<file path="src/rtl/dram_access_ctrl.sv">
// Cycle decoder: opens rows, classifies column cycles, issues writes and
// decides the output-drive window for fast-page or extended-data-out reads.
// Assumes: inputs come from dram_pin_sampler.
module dram_access_ctrl #(
    parameter int ADDR_W   = 12,
    parameter int DATA_W   = 16,
    parameter int ROW_BITS = 3,
    parameter int COL_BITS = 3,
    parameter bit EDO_MODE = 1'b0,
    localparam int IDX_W   = ROW_BITS + COL_BITS
) (
    input  logic              clk,
    input  logic              rst_n,
    input  logic              s_ras,
    input  logic              s_cas,
    input  logic              s_we,
    input  logic              s_oe,
    input  logic [ADDR_W-1:0] s_addr,
    input  logic [DATA_W-1:0] s_din,
    input  logic              ras_fall,
    input  logic              cas_fall,
    input  logic              cas_rise,
    input  logic              we_fall,
    output logic              wr_en,
    output logic [IDX_W-1:0]  waddr,
    output logic [DATA_W-1:0] wdata,
    output logic [IDX_W-1:0]  raddr,
    output logic              ref_step,
    output logic              dq_oe
);
    logic [ROW_BITS-1:0] row_q;
    logic [COL_BITS-1:0] col_q;
    logic active_q, rd_q, hold_q;
    logic active_d, rd_d, hold_d, col_ok, early_wr, late_try, late_wr;

    // Classify the current sample: column cycle, early/late write, refresh.
    always_comb begin
        col_ok   = cas_fall & active_q;
        early_wr = col_ok & ~s_we;
        late_try = rd_q & we_fall & ~s_cas;
        late_wr  = late_try & s_oe;
        wr_en    = early_wr | late_wr;
        waddr    = early_wr ? {row_q, s_addr[COL_BITS-1:0]} : {row_q, col_q};
        wdata    = s_din;
        raddr    = {row_q, col_q};
        ref_step = ras_fall & ~s_cas;
    end

    // Next-state terms for the open row, open read and EDO hold.
    always_comb begin
        if (s_ras)                 active_d = 1'b0;
        else if (ras_fall & s_cas) active_d = 1'b1;
        else                       active_d = active_q;

        if (s_ras)        rd_d = 1'b0;
        else if (col_ok)  rd_d = s_we;
        else if (late_wr) rd_d = 1'b0;
        else if (s_cas)   rd_d = 1'b0;
        else              rd_d = rd_q;

        if (!EDO_MODE || s_ras || s_oe || !s_we) hold_d = 1'b0;
        else if (cas_rise && rd_q)               hold_d = 1'b1;
        else if (col_ok)                         hold_d = 1'b0;
        else                                     hold_d = hold_q;
    end

    // Register the cycle state, captured addresses and output enable.
    always_ff @(posedge clk) begin
        if (!rst_n) begin
            row_q    <= '0;
            col_q    <= '0;
            active_q <= 1'b0;
            rd_q     <= 1'b0;
            hold_q   <= 1'b0;
            dq_oe    <= 1'b0;
        end else begin
            if (ras_fall & s_cas) row_q <= s_addr[ROW_BITS-1:0];
            if (col_ok)           col_q <= s_addr[COL_BITS-1:0];
            active_q <= active_d;
            rd_q     <= rd_d;
            hold_q   <= hold_d;
            dq_oe    <= (rd_d | hold_d) & ~s_oe;
        end
    end
endmodule

</file>
<file path="config.mk">
export PLATFORM = sky130hd
export DESIGN_NAME = dram_access_ctrl
export DESIGN_NICKNAME = d
export VERILOG_FILES = /design/src/rtl/dram_access_ctrl.sv
export SDC_FILE = /design/constraint.sdc
export NUM_CORES = 1
export LEC_CHECK = 0
export ABC_AREA = 1
export ABC_CLOCK_PERIOD_IN_PS = 2050
export BUFFER_PORTS_ARGS = -buffer_cell sky130_fd_sc_hd__buf_4
export CAP_MARGIN = 20
export CORE_AREA = 2 2 44 46
export CTS_CLUSTER_DIAMETER = 50
export DETAILED_ROUTE_END_ITERATION = 16
export DIE_AREA = 0 0 46 48
export GPL_TIMING_DRIVEN = 0
export HOLD_SLACK_MARGIN = 0.05
export MAX_ROUTING_LAYER = met4
export PLACE_DENSITY = 0.79
export SLEW_MARGIN = 30
export SYNTH_ARGS = -nofsm -noshare
export SYNTH_HDL_FRONTEND = slang
export SYNTH_SLANG_ARGS = --single-unit
</file>
<file path="constraint.sdc">
create_clock -name clk -period 2.05 [get_ports clk]
set_input_delay 0.205 -clock clk [delete_from_list [all_inputs] [get_ports clk]]
set_output_delay 0.205 -clock clk [all_outputs]
set_load 0.02 [all_outputs]
</file>
After elaboration in Yosys (flattened, before gate mapping):

Cells that the tools add are included.

* input port bits: 38
* word-level logic and storage cells: 24
* bits in registers: 9

* reductions and logical operators: 1
* mux-type cells: 5
* bitwise operators: 13

Operators with widths (count)
* 1-bit bitwise AND: 8
* 1-bit 2-to-1 mux: 4
* 1-bit NOT: 4
* 3-bit 2-to-1 mux: 1
* 2-bit OR reduction: 1
* 1-bit bitwise OR: 1

Logic depth before layout (Yosys ltp):

Gate-level depths: netlist of run 1.

* depth after elaboration: 7
* gate-level depth with buffers: 5
* mapped depth without buffers: 5

Least setup slack after synthesis of run 1:

OpenSTA, ideal clock, no wires.

* kind: flip-flop to output port
* start: register rd_q
* end: output wr_en
* path slack: 1.005 ns
* arrival time: 0.840 ns
* path buffers: 0
* cell stages (with the launch flop): 3
* required time: 1.845 ns
* cells stage by stage: dfxtp_1 -> nand2_1 -> o21ai_0

* word-level cells in the longest chain between the ends: 4

Ends and longest elaborated chain
* start: declaration: RTL line 33 `logic active_q, rd_q, hold_q;`
* start signal: assignment: RTL line 80 `rd_q <= rd_d;`
* 1-bit bitwise AND (2 in a row): RTL line 40 `late_try = rd_q & we_fall & ~s_cas;`
* 1-bit bitwise AND: RTL line 41 `late_wr = late_try & s_oe;`
* 1-bit bitwise OR: RTL line 42 `wr_en = early_wr | late_wr;`
* end: declaration: RTL line 24 `output logic wr_en,`

Every way passes these cells.

Final worst setup path of run 1:

* start: register active_q
* end: output waddr[0]

* word-level cells in the longest chain between the ends: 3

Ends and longest elaborated chain
* start: declaration: RTL line 33
* start signal: assignment: RTL line 79 `active_q <= active_d;`
* 1-bit bitwise AND: RTL line 38 `col_ok = cas_fall & active_q;`
* 1-bit bitwise AND: RTL line 39 `early_wr = col_ok & ~s_we;`
* 3-bit 2-to-1 mux: RTL line 43 `waddr = early_wr ? {row_q, s_addr[COL_BITS-1:0]} : {row_q, col_q};`
* end: declaration: RTL line 25 `output logic [IDX_W-1:0] waddr,`

Every way passes these cells.

==> results of run 1 <==
## flip-flops by register name (all words and copies together) (netlist names)
signal	flops
active_q	1
row_q	3
dq_oe	1
col_q	3
rd_q	1
## cell usage after synthesis
cell type	count
inv_1	7
nand2_2	1
nand2_1	15
o21ai_0	7
dfxtp_1	9
nor2_1	17
nor2_4	1
buf_4	19
nand3_1	1
## power groups by stage
stage                     logic, uW  clock network [uW]  registers (uW)
after floorplan                78.0                   0             196
after global placement          150                   0             190
after detailed placement        152                   0             190
after CTS                       153                 140             186
after global routing            163                 150             187
final                           151                 137             186
## worst max path at each step
| stage | startpoint | end | cells past startpoint |
|---|---|---|---|
| after detailed placement | active_q | waddr[0] | 6 |
| after global placement | active_q | waddr[0] | 6 |
| final | active_q | waddr[0] | 6 |
| after CTS | active_q | waddr[0] | 6 |
| after global routing | active_q | waddr[0] | 6 |
| after floorplan | rd_q | wr_en | 2 |
## cell type report
type                    count  area [um^2]
fillers                   164          800
repair buffers             42          315
flip-flops and latches      9          180
multi-input cells          42          178
plain buffers              19          143
clock buffers               4         26.3
inverters                   7         26.3
well taps                  17         21.3
## per-layer routing
layer / vias up / track usage / wire length, um
met3: 2 / 0.0340 / 165
met5: - / - / 0
li1: 308 / - / -
met1: 245 / 0.141 / 501
met2: 38 / 0.253 / 746
met4: 0 / 0.0514 / 17
## metrics by stage
stage                     power, uW  setup WS [ns]  instance area [um^2]  hold WS, ns
after floorplan                 274           1.00                   527        0.277
after global placement          339          0.918                   863        0.374
after detailed placement        343          0.879                   863        0.379
after CTS                       479          0.595                   890        0.102
after global routing            500          0.495                   890       0.0968
final                           474          0.602                   890        0.104
## critical path, delay by kind of cell, from the launching register on
kind          cells  cell delay (ns)
simple gates      4             0.38
buf+inv           2             0.26
flops             1             0.34
## cells by family after synthesis
logic type	Yosys count
AO/OA/AOI/OAI	7
buffers and inverters	26
flip-flops	9
AND/OR/NAND/NOR	35
==> flow_metrics.py, run 1 <==
metrics = {
    "critical_path": {
        "path_max_fanout": 6,
        "timing.rr.start": "active_q",
        "r2r_end": "rd_q",
        "cp_slowest_cell": "dfxtp_1",
        "start_kind": "register",
        "path_class": "register to output pin",
        "cp.arrival_ns": 1.24,
        "rrSetupSlack_ns": 1.18,
        "cp_common_cell": "nand2_1",
        "cp-end-kind": "output pin",
        "cp.required_ns": 1.85,
        "path_cells": "nand2_2 -> nor2_4 -> inv_1 -> nand2_1 -> nand2_1 -> buf_4",
        "worstRegToRegCells": 5,
        "critPathMaxStageDelay_ns": 0.34,
    },
    "clock_network": {
        "clkTransAtPathRegs_ns": 0.06,
        "cts_resized": 0,
        "cts_root_buf": "clkbuf_4",
        "htree_levels": 1,
        "post-cts-setup-buffer-count": 0,
        "hold_buffers": 0,
        "clock_path_buffers": 2,
        "cts_buffers": 3,
        "cts_tree": "built",
        "clk_latency_ns": 0.26,
        "cts_sinks": 9,
    },
    "sta": {
        "drv_slew": 0,
        "totalNegativeSetupSlack_ns": 0,
        "fin_worst_skew_ns": 0.00135,
        "min_period_ns": 1.45,
        "tightest_slew_ns": 0.165,
        "finalHoldViolCount": 0,
        "min_period_over_period": 0.707,
        "slew_headroom": 0.889,
        "clock.fmax_mhz": 690,
        "setup_viol": 0,
        "rsz0062_at_grt": "no",
    },
    "yosys": {
        "synth_top_family_by_area": "buffers and inverters",
        "avgSynthCellArea_um2": 6.84,
        "synth-seq-cells": 9,
        "netlist.area_leader.share": 0.342,
        "yosys-mux-area-fraction": 0,
        "yosys_warnings": 0,
        "ys_top_cells_by_area": "dfxtp_1 34%, buf_4 27%, nor2_1 12%",
        "syn_inst": 77,
        "synth_top_area_cell": "dfxtp_1",
        "synthXorXnorAreaFrac": 0,
        "synth_compound_area_frac": 0.0665,
        "synth_area_um2": 527,
        "synth-adder-area-share": 0,
        "yosysUniqueCellTypes": 9,
        "synth_seq_area_share": 0.342,
        "syn-num-nets": 115,
        "yosys.area_share.simple": 0.271,
    },
    "drt": {
        "drc": 0,
        "drtIter0Drc": 5,
        "vias": 593,
        "postRouteAntennaNets": 0,
        "firstDrtPassIters": 4,
        "routed_wire_length_per_instance_um": 10.2,
        "routed_wl_um": 1430,
        "viasPerCell": 4.24,
    },
    "finish": {
        "diodes": 0,
        "drive_above_1_share": 0.537,
        "area_growth_syn_to_layout_pct": 68.9,
        "fin_util": 0.527,
        "layout_commonest_cell": "buf_4",
        "stdcell_count": 140,
        "nNetsFinal": 162,
        "final_cell_mix": "61 x buf_4, 17 x nor2_1, 15 x nand2_1",
    },
    "floorplanning": {
        "die_y_um": 48,
        "dieArea_um2": 2210,
        "boundaryPins": 69,
        "core_area_um2": 1690,
        "start_util": 0.312,
        "fp.dieW_um": 46,
        "rows": 15,
    },
    "place": {
        "port_buffers": 42,
        "dp.cells": 136,
        "hpwl_um": 1260,
        "gp_congestion": 0.733,
    },
    "global_route": {
        "grt_first_pass_wirelength_um": 2080,
        "grt_max_degree": 8,
        "grt-ovfl-total": 0,
        "antenna_found_initial": 0,
        "track_usage": 0.138,
        "grt_pass1_vias": 543,
    },
    "status": {
        "status": "finished clean",
    },
    "pwr": {
        "power_density_nw_per_um2": 533,
        "ir_drop_uv": 308,
        "internal-power_uw": 336,
        "p_leak_uw": 0.000514,
        "comb_power_share": 0.318,
        "switching_share": 0.292,
        "clockPowerShare": 0.289,
        "switchingPower_uw": 138,
        "p_seq_frac": 0.393,
    },
    "hold_path": {
        "hp-class": "input pin to register",
        "hold_end": "dq_oe",
        "worstHoldStart": "s_oe",
        "hold_depth": 2,
    },
    "job": {
        "drv_cap": 0,
    },
}
Note: power is estimated with default switching activity, not from simulation.
==> inputs of run 2 (changes only) <==
--- a/config.mk
+++ b/config.mk
@@ -6,17 +6,17 @@
 export NUM_CORES = 1
 export LEC_CHECK = 0
 export ABC_AREA = 1
-export ABC_CLOCK_PERIOD_IN_PS = 2050
+export ABC_CLOCK_PERIOD_IN_PS = 1370
 export BUFFER_PORTS_ARGS = -buffer_cell sky130_fd_sc_hd__buf_4
 export CAP_MARGIN = 20
-export CORE_AREA = 2 2 44 46
+export CORE_AREA = 2 2 52 42
 export CTS_CLUSTER_DIAMETER = 50
 export DETAILED_ROUTE_END_ITERATION = 16
-export DIE_AREA = 0 0 46 48
+export DIE_AREA = 0 0 54 44
 export GPL_TIMING_DRIVEN = 0
 export HOLD_SLACK_MARGIN = 0.05
 export MAX_ROUTING_LAYER = met4
-export PLACE_DENSITY = 0.79
+export PLACE_DENSITY = 0.74
 export SLEW_MARGIN = 30
 export SYNTH_ARGS = -nofsm -noshare
 export SYNTH_HDL_FRONTEND = slang
==> constraint.sdc (replaced) <==
create_clock -name clk -period 1.37 [get_ports clk]
set_input_delay 0.137 -clock clk [delete_from_list [all_inputs] [get_ports clk]]
set_output_delay 0.137 -clock clk [all_outputs]
set_load 0.02 [all_outputs]
==> run 2 against run 1 <==
  * Setup slack got worse by 0.54 ns
  * Sequential power is 50% higher
  * Sequential share of layout area fell by 0.74 points
  * Clock power up 48%
  * Critical endpoint is now waddr[1]
  * Final cell count is 7.1% higher
  * Utilization shrank 3.9 points
  * Critical path type unchanged
==> flow_metrics.py, run 2 (same netlist as run 1, synthesis figures left out) <==
metrics = {
    "finish": {
        "final_cell_mix": "63 x buf_4, 17 x nor2_1, 15 x nand2_1",
        "area_growth_syn_to_layout_pct": 75.3,
        "drive_above_1_share": 0.540,
        "reg.largest.list": "col_q: 3 flops, row_q: 3 flops",
        "finalInstanceArea_um2": 923,
        "diodes": 0,
        "layout_commonest_cell": "buf_4",
        "nNetsFinal": 165,
    },
    "place": {
        "port_buffers": 42,
        "dpl_worst_slack_ns": 0.285,
        "gp_congestion": 0.713,
        "place_area_um2": 872,
        "hpwl_um": 1080,
    },
    "critical_path": {
        "timing.rr.start": "active_q",
        "cp.required_ns": 1.23,
        "path_class": "register to output pin",
        "crit_buf_inv": 2,
        "path_cells": "nand2_2 -> nor2_4 -> buf_4 -> nand2_1 -> nand2_1 -> buf_4",
        "start_kind": "register",
        "critPathMaxStageDelay_ns": 0.35,
        "cp_slowest_cell": "dfxtp_1",
        "cp-end-kind": "output pin",
        "cp.arrival_ns": 1.17,
        "critPathTopFamily": "flip-flops",
        "cp-startpoint": "active_q",
        "path_max_fanout": 4,
    },
    "sta": {
        "fin_worst_skew_ns": 0.00373,
        "clock.fmax_mhz": 765,
        "finalHoldViolCount": 0,
        "min_period_over_period": 0.955,
        "slew_headroom": 0.869,
        "totalNegativeSetupSlack_ns": 0,
        "hold_slack_ns": 0.142,
        "drv_slew": 0,
        "min_period_ns": 1.31,
        "fin_ws_ns": 0.0620,
        "tightest_slew_ns": 0.194,
        "rsz0062_at_grt": "no",
        "setup_viol": 0,
    },
    "drt": {
        "firstDrtPassIters": 6,
        "routed_wl_um": 1350,
        "vias": 601,
        "drtIter0Drc": 10,
        "postRouteAntennaNets": 0,
        "drc": 0,
        "routed_wire_length_per_instance_um": 8.99,
        "viasPerCell": 4.01,
    },
    "job": {
        "drv_cap": 0,
    },
    "pwr": {
        "p_seq_frac": 0.392,
        "switching_share": 0.288,
        "ir_drop_uv": 474,
        "clockPowerShare": 0.286,
        "p_leak_uw": 0.000527,
        "power_density_nw_per_um2": 769,
        "comb_power_share": 0.322,
        "power.total_uw": 710,
        "switchingPower_uw": 205,
        "internal-power_uw": 505,
    },
    "hold_path": {
        "hp-class": "input pin to register",
        "worstHoldStart": "s_ras",
    },
    "clock_network": {
        "cts_resized": 0,
        "cts_tree": "built",
        "clk_latency_ns": 0.26,
        "cts_root_buf": "clkbuf_4",
        "clkTransAtPathRegs_ns": 0.06,
        "cts_sinks": 9,
        "htree_levels": 1,
        "clock_path_buffers": 2,
        "cts_buffers": 3,
    },
    "global_route": {
        "grt_max_degree": 8,
        "antenna_found_initial": 0,
        "grt_pass1_vias": 498,
        "track_usage": 0.113,
        "grt_first_pass_wirelength_um": 1840,
        "grt-ovfl-total": 0,
    },
    "floorplanning": {
        "dieArea_um2": 2380,
        "start_util": 0.278,
        "boundaryPins": 69,
        "fp.dieW_um": 54,
        "rows": 14,
        "die_y_um": 44,
        "core_area_um2": 1890,
    },
    "status": {
        "status": "finished clean",
    },
}
## run 2: changes by cell type in the layout (fill, tap and decap cells not counted)
cell           before  now
buf_4              61   63
dlygate4sd3_1       0    1
## run 2: path summary, 6_finish.rpt
path,to,slack (ns),cells past startpoint
worst max-delay path,waddr[1],0.06,6
worst min register to register,row_q[2],0.50,2
worst max register to register,col_q[2],0.43,4
worst min-delay path,active_q,0.14,4
## run 2: through the flow
step | util | cells
finish | 0.488 | 150
global placement | 0.461 | 143
floorplan | - | 77
detailed placement | 0.461 | 143
global route | 0.488 | 150
CTS | 0.484 | 149
## run 2: timing repair
action | 4_1_cts | 5_1_grt
hold buffers | 1 | 0
setup endpoints to repair | 2 | 4
pin swaps | 2 | 1
endpoints found under the hold margin | 1 | 0
buffers inserted | 1 | 1
## run 2: cell type report
| cell class | count | area (um^2) |
|---|---|---|
| clock buffer | 4 | 26.3 |
| inverter | 7 | 26.3 |
| multi-input combinational | 42 | 178 |
| fill | 182 | 968 |
| tap | 24 | 30.0 |
| timing repair buffer | 45 | 340 |
| sequential | 9 | 180 |
| buffer | 19 | 143 |
## run 2: power by group through the flow
| stage | sequential (uW) | clock, uW | combinational [uW] |
|---|---|---|---|
| after floorplan | 294 | 0 | 117 |
| after detailed placement | 285 | 0 | 225 |
| after CTS | 279 | 209 | 229 |
| final | 279 | 203 | 229 |
| after global placement | 284 | 0 | 223 |
| after global routing | 280 | 220 | 246 |
## run 2: worst min-delay path, cell delays in order
cell,delay (ns)
buf_4,0.08
inv_1,0.03
nand2_1,0.07
nor2_1,0.05
## run 2: routing by layer
| layer | GRT usage | share of wire | up-vias |
|---|---|---|---|
| li1 | - | - | 314 |
| met1 | 0.0947 | 0.33 | 256 |
| met2 | 0.210 | 0.53 | 31 |
| met3 | 0.0621 | 0.14 | 0 |
| met4 | 0.0300 | 0 | 0 |
| met5 | - | 0 | - |
